File: src/rtl/cfg_rom_pkg.sv
package cfg_rom_pkg;
    localparam int unsigned WORD_W = 32;
    localparam int unsigned BIT_W  = $clog2(WORD_W);

    typedef enum logic [0:0] {
        ST_STREAM  = 1'b0,
        ST_HANDOFF = 1'b1
    } seq_state_t;

    // Image content: seed mixed with a multiplicative hash of the address.
    function automatic logic [WORD_W-1:0] image_word(input logic [31:0] seed,
                                                      input logic [31:0] addr);
        logic [31:0] mix;
        mix = addr * 32'h9E3779B1;
        return seed ^ mix;
    endfunction
endpackage

File: src/rtl/cfg_pos_counter.sv
module cfg_pos_counter
    import cfg_rom_pkg::*;
#(
    parameter int unsigned DEPTH = 1134
) (
    input  logic                       clk,
    input  logic                       clr,
    input  logic                       step,
    output logic [BIT_W-1:0]           bit_idx,
    output logic [$clog2(DEPTH)-1:0]   word_addr,
    output logic                       at_last
);
    localparam int unsigned ADDR_W = $clog2(DEPTH);
    localparam logic [ADDR_W-1:0] LAST_ADDR = ADDR_W'(DEPTH - 1);
    localparam logic [BIT_W-1:0]  LAST_BIT  = BIT_W'(WORD_W - 1);

    always_ff @(posedge clk or posedge clr) begin
        if (clr) begin
            bit_idx   <= '0;
            word_addr <= '0;
        end else if (step) begin
            if (bit_idx == LAST_BIT) begin
                bit_idx   <= '0;
                word_addr <= word_addr + 1'b1;
            end else begin
                bit_idx <= bit_idx + 1'b1;
            end
        end
    end

    assign at_last = (word_addr == LAST_ADDR) && (bit_idx == LAST_BIT);
endmodule

File: src/rtl/cfg_image_rom.sv
module cfg_image_rom
    import cfg_rom_pkg::*;
#(
    parameter int unsigned DEPTH = 1134,
    parameter logic [31:0] SEED  = 32'h0
) (
    input  logic [$clog2(DEPTH)-1:0] word_addr,
    input  logic [BIT_W-1:0]         bit_idx,
    output logic                     bit_val
);
    logic [WORD_W-1:0] word_q;

    always_comb begin
        word_q  = image_word(SEED, 32'(word_addr));
        bit_val = word_q[bit_idx];
    end
endmodule

File: src/rtl/cfg_seq_fsm.sv
module cfg_seq_fsm
    import cfg_rom_pkg::*;
(
    input  logic       clk,
    input  logic       clr,
    input  logic       sel_n,
    input  logic       at_last,
    output seq_state_t state,
    output logic       cnt_step,
    output logic       drive_en,
    output logic       chain_n
);
    seq_state_t state_nx;

    always_comb begin
        state_nx = state;
        unique case (state)
            ST_STREAM:  if (!sel_n && at_last) state_nx = ST_HANDOFF;
            ST_HANDOFF: state_nx = ST_HANDOFF;
            default:    state_nx = ST_STREAM;
        endcase
    end

    always_ff @(posedge clk or posedge clr) begin
        if (clr) state <= ST_STREAM;
        else     state <= state_nx;
    end

    // Output process: clr low means the enable function is active.
    always_comb begin
        cnt_step = 1'b0;
        drive_en = 1'b0;
        chain_n  = 1'b1;
        unique case (state)
            ST_STREAM: begin
                cnt_step = !sel_n && !at_last;
                drive_en = !sel_n && !clr;
            end
            ST_HANDOFF: begin
                chain_n = sel_n || clr;
            end
            default: ;
        endcase
    end
endmodule

File: src/rtl/serial_cfg_rom.sv
module serial_cfg_rom
    import cfg_rom_pkg::*;
#(
    parameter int unsigned DEPTH    = 1134,
    parameter logic [31:0] SEED     = 32'h5A5A_0F0F,
    parameter logic [31:0] POL_WORD = 32'hFFFF_FFFF
) (
    input  logic clk,
    input  logic sel_n,
    input  logic gate_rst,
    output logic dout,
    output logic dout_en,
    output logic sel_out_n
);
    localparam int unsigned ADDR_W = $clog2(DEPTH);

    logic               clr;
    logic               cnt_step;
    logic               drive_en;
    logic               at_last;
    logic               bit_val;
    logic [BIT_W-1:0]   bit_idx;
    logic [ADDR_W-1:0]  word_addr;
    seq_state_t         state;

    // Polarity word chooses which pin level clears the counters.
    generate
        if (POL_WORD == 32'h0) begin : g_clr_low
            assign clr = !gate_rst;
        end else begin : g_clr_high
            assign clr = gate_rst;
        end
    endgenerate

    cfg_pos_counter #(.DEPTH(DEPTH)) u_pos (
        .clk       (clk),
        .clr       (clr),
        .step      (cnt_step),
        .bit_idx   (bit_idx),
        .word_addr (word_addr),
        .at_last   (at_last)
    );

    cfg_image_rom #(.DEPTH(DEPTH), .SEED(SEED)) u_img (
        .word_addr (word_addr),
        .bit_idx   (bit_idx),
        .bit_val   (bit_val)
    );

    cfg_seq_fsm u_seq (
        .clk      (clk),
        .clr      (clr),
        .sel_n    (sel_n),
        .at_last  (at_last),
        .state    (state),
        .cnt_step (cnt_step),
        .drive_en (drive_en),
        .chain_n  (sel_out_n)
    );

    assign dout_en = drive_en;
    assign dout    = drive_en & bit_val;
endmodule

File: config.mk
export PLATFORM = sky130hd
export DESIGN_NAME = serial_cfg_rom
export DESIGN_NICKNAME = d
export VERILOG_FILES = /design/src/rtl/cfg_rom_pkg.sv /design/src/rtl/cfg_pos_counter.sv /design/src/rtl/cfg_image_rom.sv /design/src/rtl/cfg_seq_fsm.sv /design/src/rtl/serial_cfg_rom.sv
export SDC_FILE = /design/constraint.sdc
export NUM_CORES = 1
export LEC_CHECK = 0
export BUFFER_PORTS_ARGS = -buffer_cell sky130_fd_sc_hd__buf_2
export CAP_MARGIN = 20
export CELL_PAD_IN_SITES_DETAIL_PLACEMENT = 2
export CELL_PAD_IN_SITES_GLOBAL_PLACEMENT = 2
export CORE_ASPECT_RATIO = 1.1
export CORE_UTILIZATION = 39
export DETAILED_ROUTE_END_ITERATION = 10
export GPL_TIMING_DRIVEN = 0
export PLACE_DENSITY = 0.83
export SLEW_MARGIN = 5
export SYNTH_ARGS = -nofsm -noshare
export SYNTH_HDL_FRONTEND = slang
export SYNTH_SLANG_ARGS = --single-unit
File: constraint.sdc
create_clock -name clk -period 6.2 [get_ports clk]
set_input_delay 1.24 -clock clk [delete_from_list [all_inputs] [get_ports clk]]
set_output_delay 1.24 -clock clk [all_outputs]
set_load 0.03 [all_outputs]
==> results.txt <==
----------------------------------------------------
[Synthesis]
  Fraction of registers with async set/reset ... 100%
  Top area cells in the synthesized netlist ... fa_1 (34%), ha_1 (18%), inv_1 (10%)
  Count of unique library cells instantiated by Yosys ... 70
  Seq/Total Area, Yosys ... approximately 7.3%
  Number of synthesis warnings ... 0
  Cell count after synthesis ... 633
  Cell type with the highest aggregate area in the netlist ... fa_1
  Top cell type's share of synthesized area ... ~34%
  Prevailing post-synth register cell ... dfrtp_1
  FF+latch count, synth ... 17
  EDFF count, synth ... 0
  Syn Area/Cell ... 9.22 um^2
  Post-synthesis instance area ... 5840 um^2
  Syn_nets ... 816

[Outcome]
  Run status ... complete, but fails checks
  Violations in the final reports ... setup timing

[Routing]
  Via density per instance ... 5.72
  Via count ... 4974
  Detailed-route DRC error count ... 0
  Detailed-routing iteration count for the pre-antenna-repair pass ... 5
  Wire per inst ... 28.8 um
  Violation count after the first detailed-routing iteration ... 260
  Post-detailed-route count of antenna-violating nets ... 0
  WL final ... between 20000 and 30000 um

[Global route]
  Grt ovf ... 0
  Global router's overall resource usage ... about a third
  Maximum number of pins on one net before global-route repair ... 18
  Antenna violations before repair ... 0
  Via count of the first global-routing pass ... 6099
  Global-route wire length before repair ... 38000 um

[Critical path]
  CP endpoint kind ... output pin
  Critical R2R Capture ... u_pos.word_addr[10]
  Required time of the worst setup path ... 4.96 ns
  Highest net fanout along the worst path ... 7
  Worst reg2reg path depth ... 10
  Critical Path Start Type ... flip-flop
  Crit path kind ... flip-flop to output pin
  Worst EP arrival ... 5.87 ns
  Worst setup slack for register-to-register paths ... 3.05 ns
  RR Startpoint ... u_pos.word_addr[1]

[Timing]
  Part of the cycle the worst path needs ... 115%
  Post-layout min period ... 7.11 ns
  Unrepaired setup endpoints after global routing ... yes
  Fmax ... 141 MHz
  Worst path setup slack after routing ... -0.915 ns
  Tightest Pin Transition ... around 0.97 ns
  Final Skew ... 0.00235 ns
  Number of setup violations in the final report ... 1
  Remaining max-slew budget at the tightest pin ... 35.1%
  Final hold violation count ... 0
  Number of max-slew violations in the final report ... 0

[Worst hold path]
  Instance count along the most critical hold path ... 1
  Launch point of the worst hold path ... u_pos.word_addr[10]
  Hold path endpoint ... u_pos.word_addr[10]
  Path class of the lowest-slack min-delay path ... flip-flop to flip-flop

[CTS]
  Worst-case clock buffer depth ... 2
  Clock latency reported for the late side of the worst-skew pair ... 0.26 ns
  CTS Buf Count ... 3
  CTS sink cnt ... 17
  Clock root buffer ... clkbuf_16
  Post-CTS Hold Buffers ... 0
  Count of H-tree levels built during CTS ... 1
  TritonCTS clock tree ... built
  Clock transition at the registers of the reported paths ... around 0.06 ns

[Floorplanning]
  Placeable core area ... 14500 um^2
  Starting utilization of the core area ... between 40% and 50%
  Die Width ... 119 um
  Full die area ... roughly 15000 um^2
  Die H ... 130 um
  Top-level port count ... 6
  Number of cell rows ... 46

[Layout]
  P&R area growth vs syn ... 18.1%
  Ratio of cells with drive above 1 in the final layout ... 22.3%
  Finished Cell Area ... 6900 um^2
  Net total in the final layout ... roughly 860
  Diodes inserted ... 0

[Placement]
  IO Port Bufs ... 5
  Routability Congestion ... 0.919
  Half-perimeter wire length after placement ... 17900 um
  Worst-case setup slack after placement ... -1.05 ns
  Placement-stage cell area ... 6240 um^2

[Run]
  Number of violations of the max-capacitance limit ... 0

----------------------------------------------------
==> Yosys cell counts (all sizes together) (6+ instances only) <==
| master | n |
|---|---|
| xnor2 | 29 |
| and3 | 7 |
| clkbuf | 8 |
| nand4 | 6 |
| nand2 | 41 |
| dfrtp | 17 |
| buf | 6 |
| nand3 | 14 |
| o211ai | 6 |
| nor2 | 30 |
| inv | 155 |
| nor3 | 6 |
| a21oi | 28 |
| o21ai | 19 |
| fa | 98 |
| ha | 82 |
| a31oi | 6 |
==> critical path, cell delays in order, from the launching register on <==
cell      delay [ns]
dfrtp_2         0.50
fa_2            0.61
inv_1           0.08
fa_1            0.50
fa_2            0.58
fa_1            0.45
fa_1            0.51
inv_2           0.05
ha_4            0.32
nand3_2         0.11
nor3b_4         0.27
a211oi_2        0.12
nor2_2          0.20
buf_4           0.16
a21oi_1         0.07
a311oi_2        0.31
o211a_1         0.23
nand4_2         0.10
o31ai_4         0.28
buf_6           0.17
==> per-layer routing <==
layer,GRT usage (%),routed length [um],vias to the layer above
met1,36.3,9320,2583
met2,64.5,13300,160
met4,20.9,1640,0
li1,-,-,2134
met3,4.55,843,97
met5,0,0,-
==> stage by stage <==
step	cells	TNS (ns)	hold WS (ns)	utilization [%]
after floorplan	633	-0.107	0.512	-
after global placement	830	-0.864	0.554	43.0
after detailed placement	830	-1.05	0.591	43.0
after CTS	868	-0.813	0.579	47.2
after global routing	870	-1.05	0.604	47.6
final	870	-0.915	0.598	47.6
==> cell usage in the layout (no fill, tap or decap), types with 6 or more instances in the layout <==
master,Yosys,layout
inv_1,155,147
fa_1,98,92
ha_1,82,62
nand2_1,41,39
buf_4,0,33
xnor2_1,29,29
nor2_1,30,27
a21oi_1,27,19
nand3_1,14,13
o21ai_0,11,11
ha_4,0,11
dfrtp_2,0,11
ha_2,0,9
buf_6,4,8
inv_2,0,6
o21ai_1,7,6
a21oi_4,0,6
a31oi_1,6,6
fa_2,0,6
dfrtp_1,17,6
==> state kept, by name, indices dropped and copies added, names as in the netlist <==
name,count
u_seq.state,1
u_pos.word_addr,11
u_pos.bit_idx,5
==> how the worst max path moves through the flow <==
| stage | startpoint | end | depth (start not counted) |
|---|---|---|---|
| 6_report | u_pos.word_addr[3] | dout | 19 |
| 5_1_grt | u_pos.word_addr[3] | dout | 19 |
| 4_1_cts | u_pos.word_addr[3] | dout | 19 |
| 3_5_place_dp | u_pos.word_addr[4] | dout | 21 |
| 3_3_place_gp | u_pos.word_addr[2] | dout | 18 |
| 2_1_floorplan | u_pos.word_addr[3] | dout | 17 |
==> area by class of cell <==
cell class                 count  area (um^2)
fill                        1582         7600
multi-input combinational    447         5090
inverter                     155          589
sequential                    17          439
timing repair buffer          42          342
tap                          192          240
buffer                        13          113
clock buffer                   3         75.1
clock inverter                 1         7.51
==> repair_timing <==
item / 4_1_cts / 5_1_grt
gates resized for setup: 55 / 9
endpoints found under the setup margin: 1 / 1
pin swaps: 29 / 5
setup buffers: 35 / 2
endpoints found under the hold margin: 0 / 0
==> logic make-up (layout without fill, tap and decap cells) <==
logic type               Yosys count  after routing  share of synthesized area [%]
buffers and inverters            169            214                           11.8
AO/OA/AOI/OAI                    101            101                           12.4
flip-flops                        17             17                           7.29
adder cells (fa/ha/maj)          180            180                           51.2
AND/OR/NAND/NOR                  125            125                           10.6
multiplexers                       7              7                           1.69
XOR/XNOR                          34             34                           5.10
Power is not shown: default switching activity piles up to over one toggle a cycle in this logic, so the estimate is an artifact.
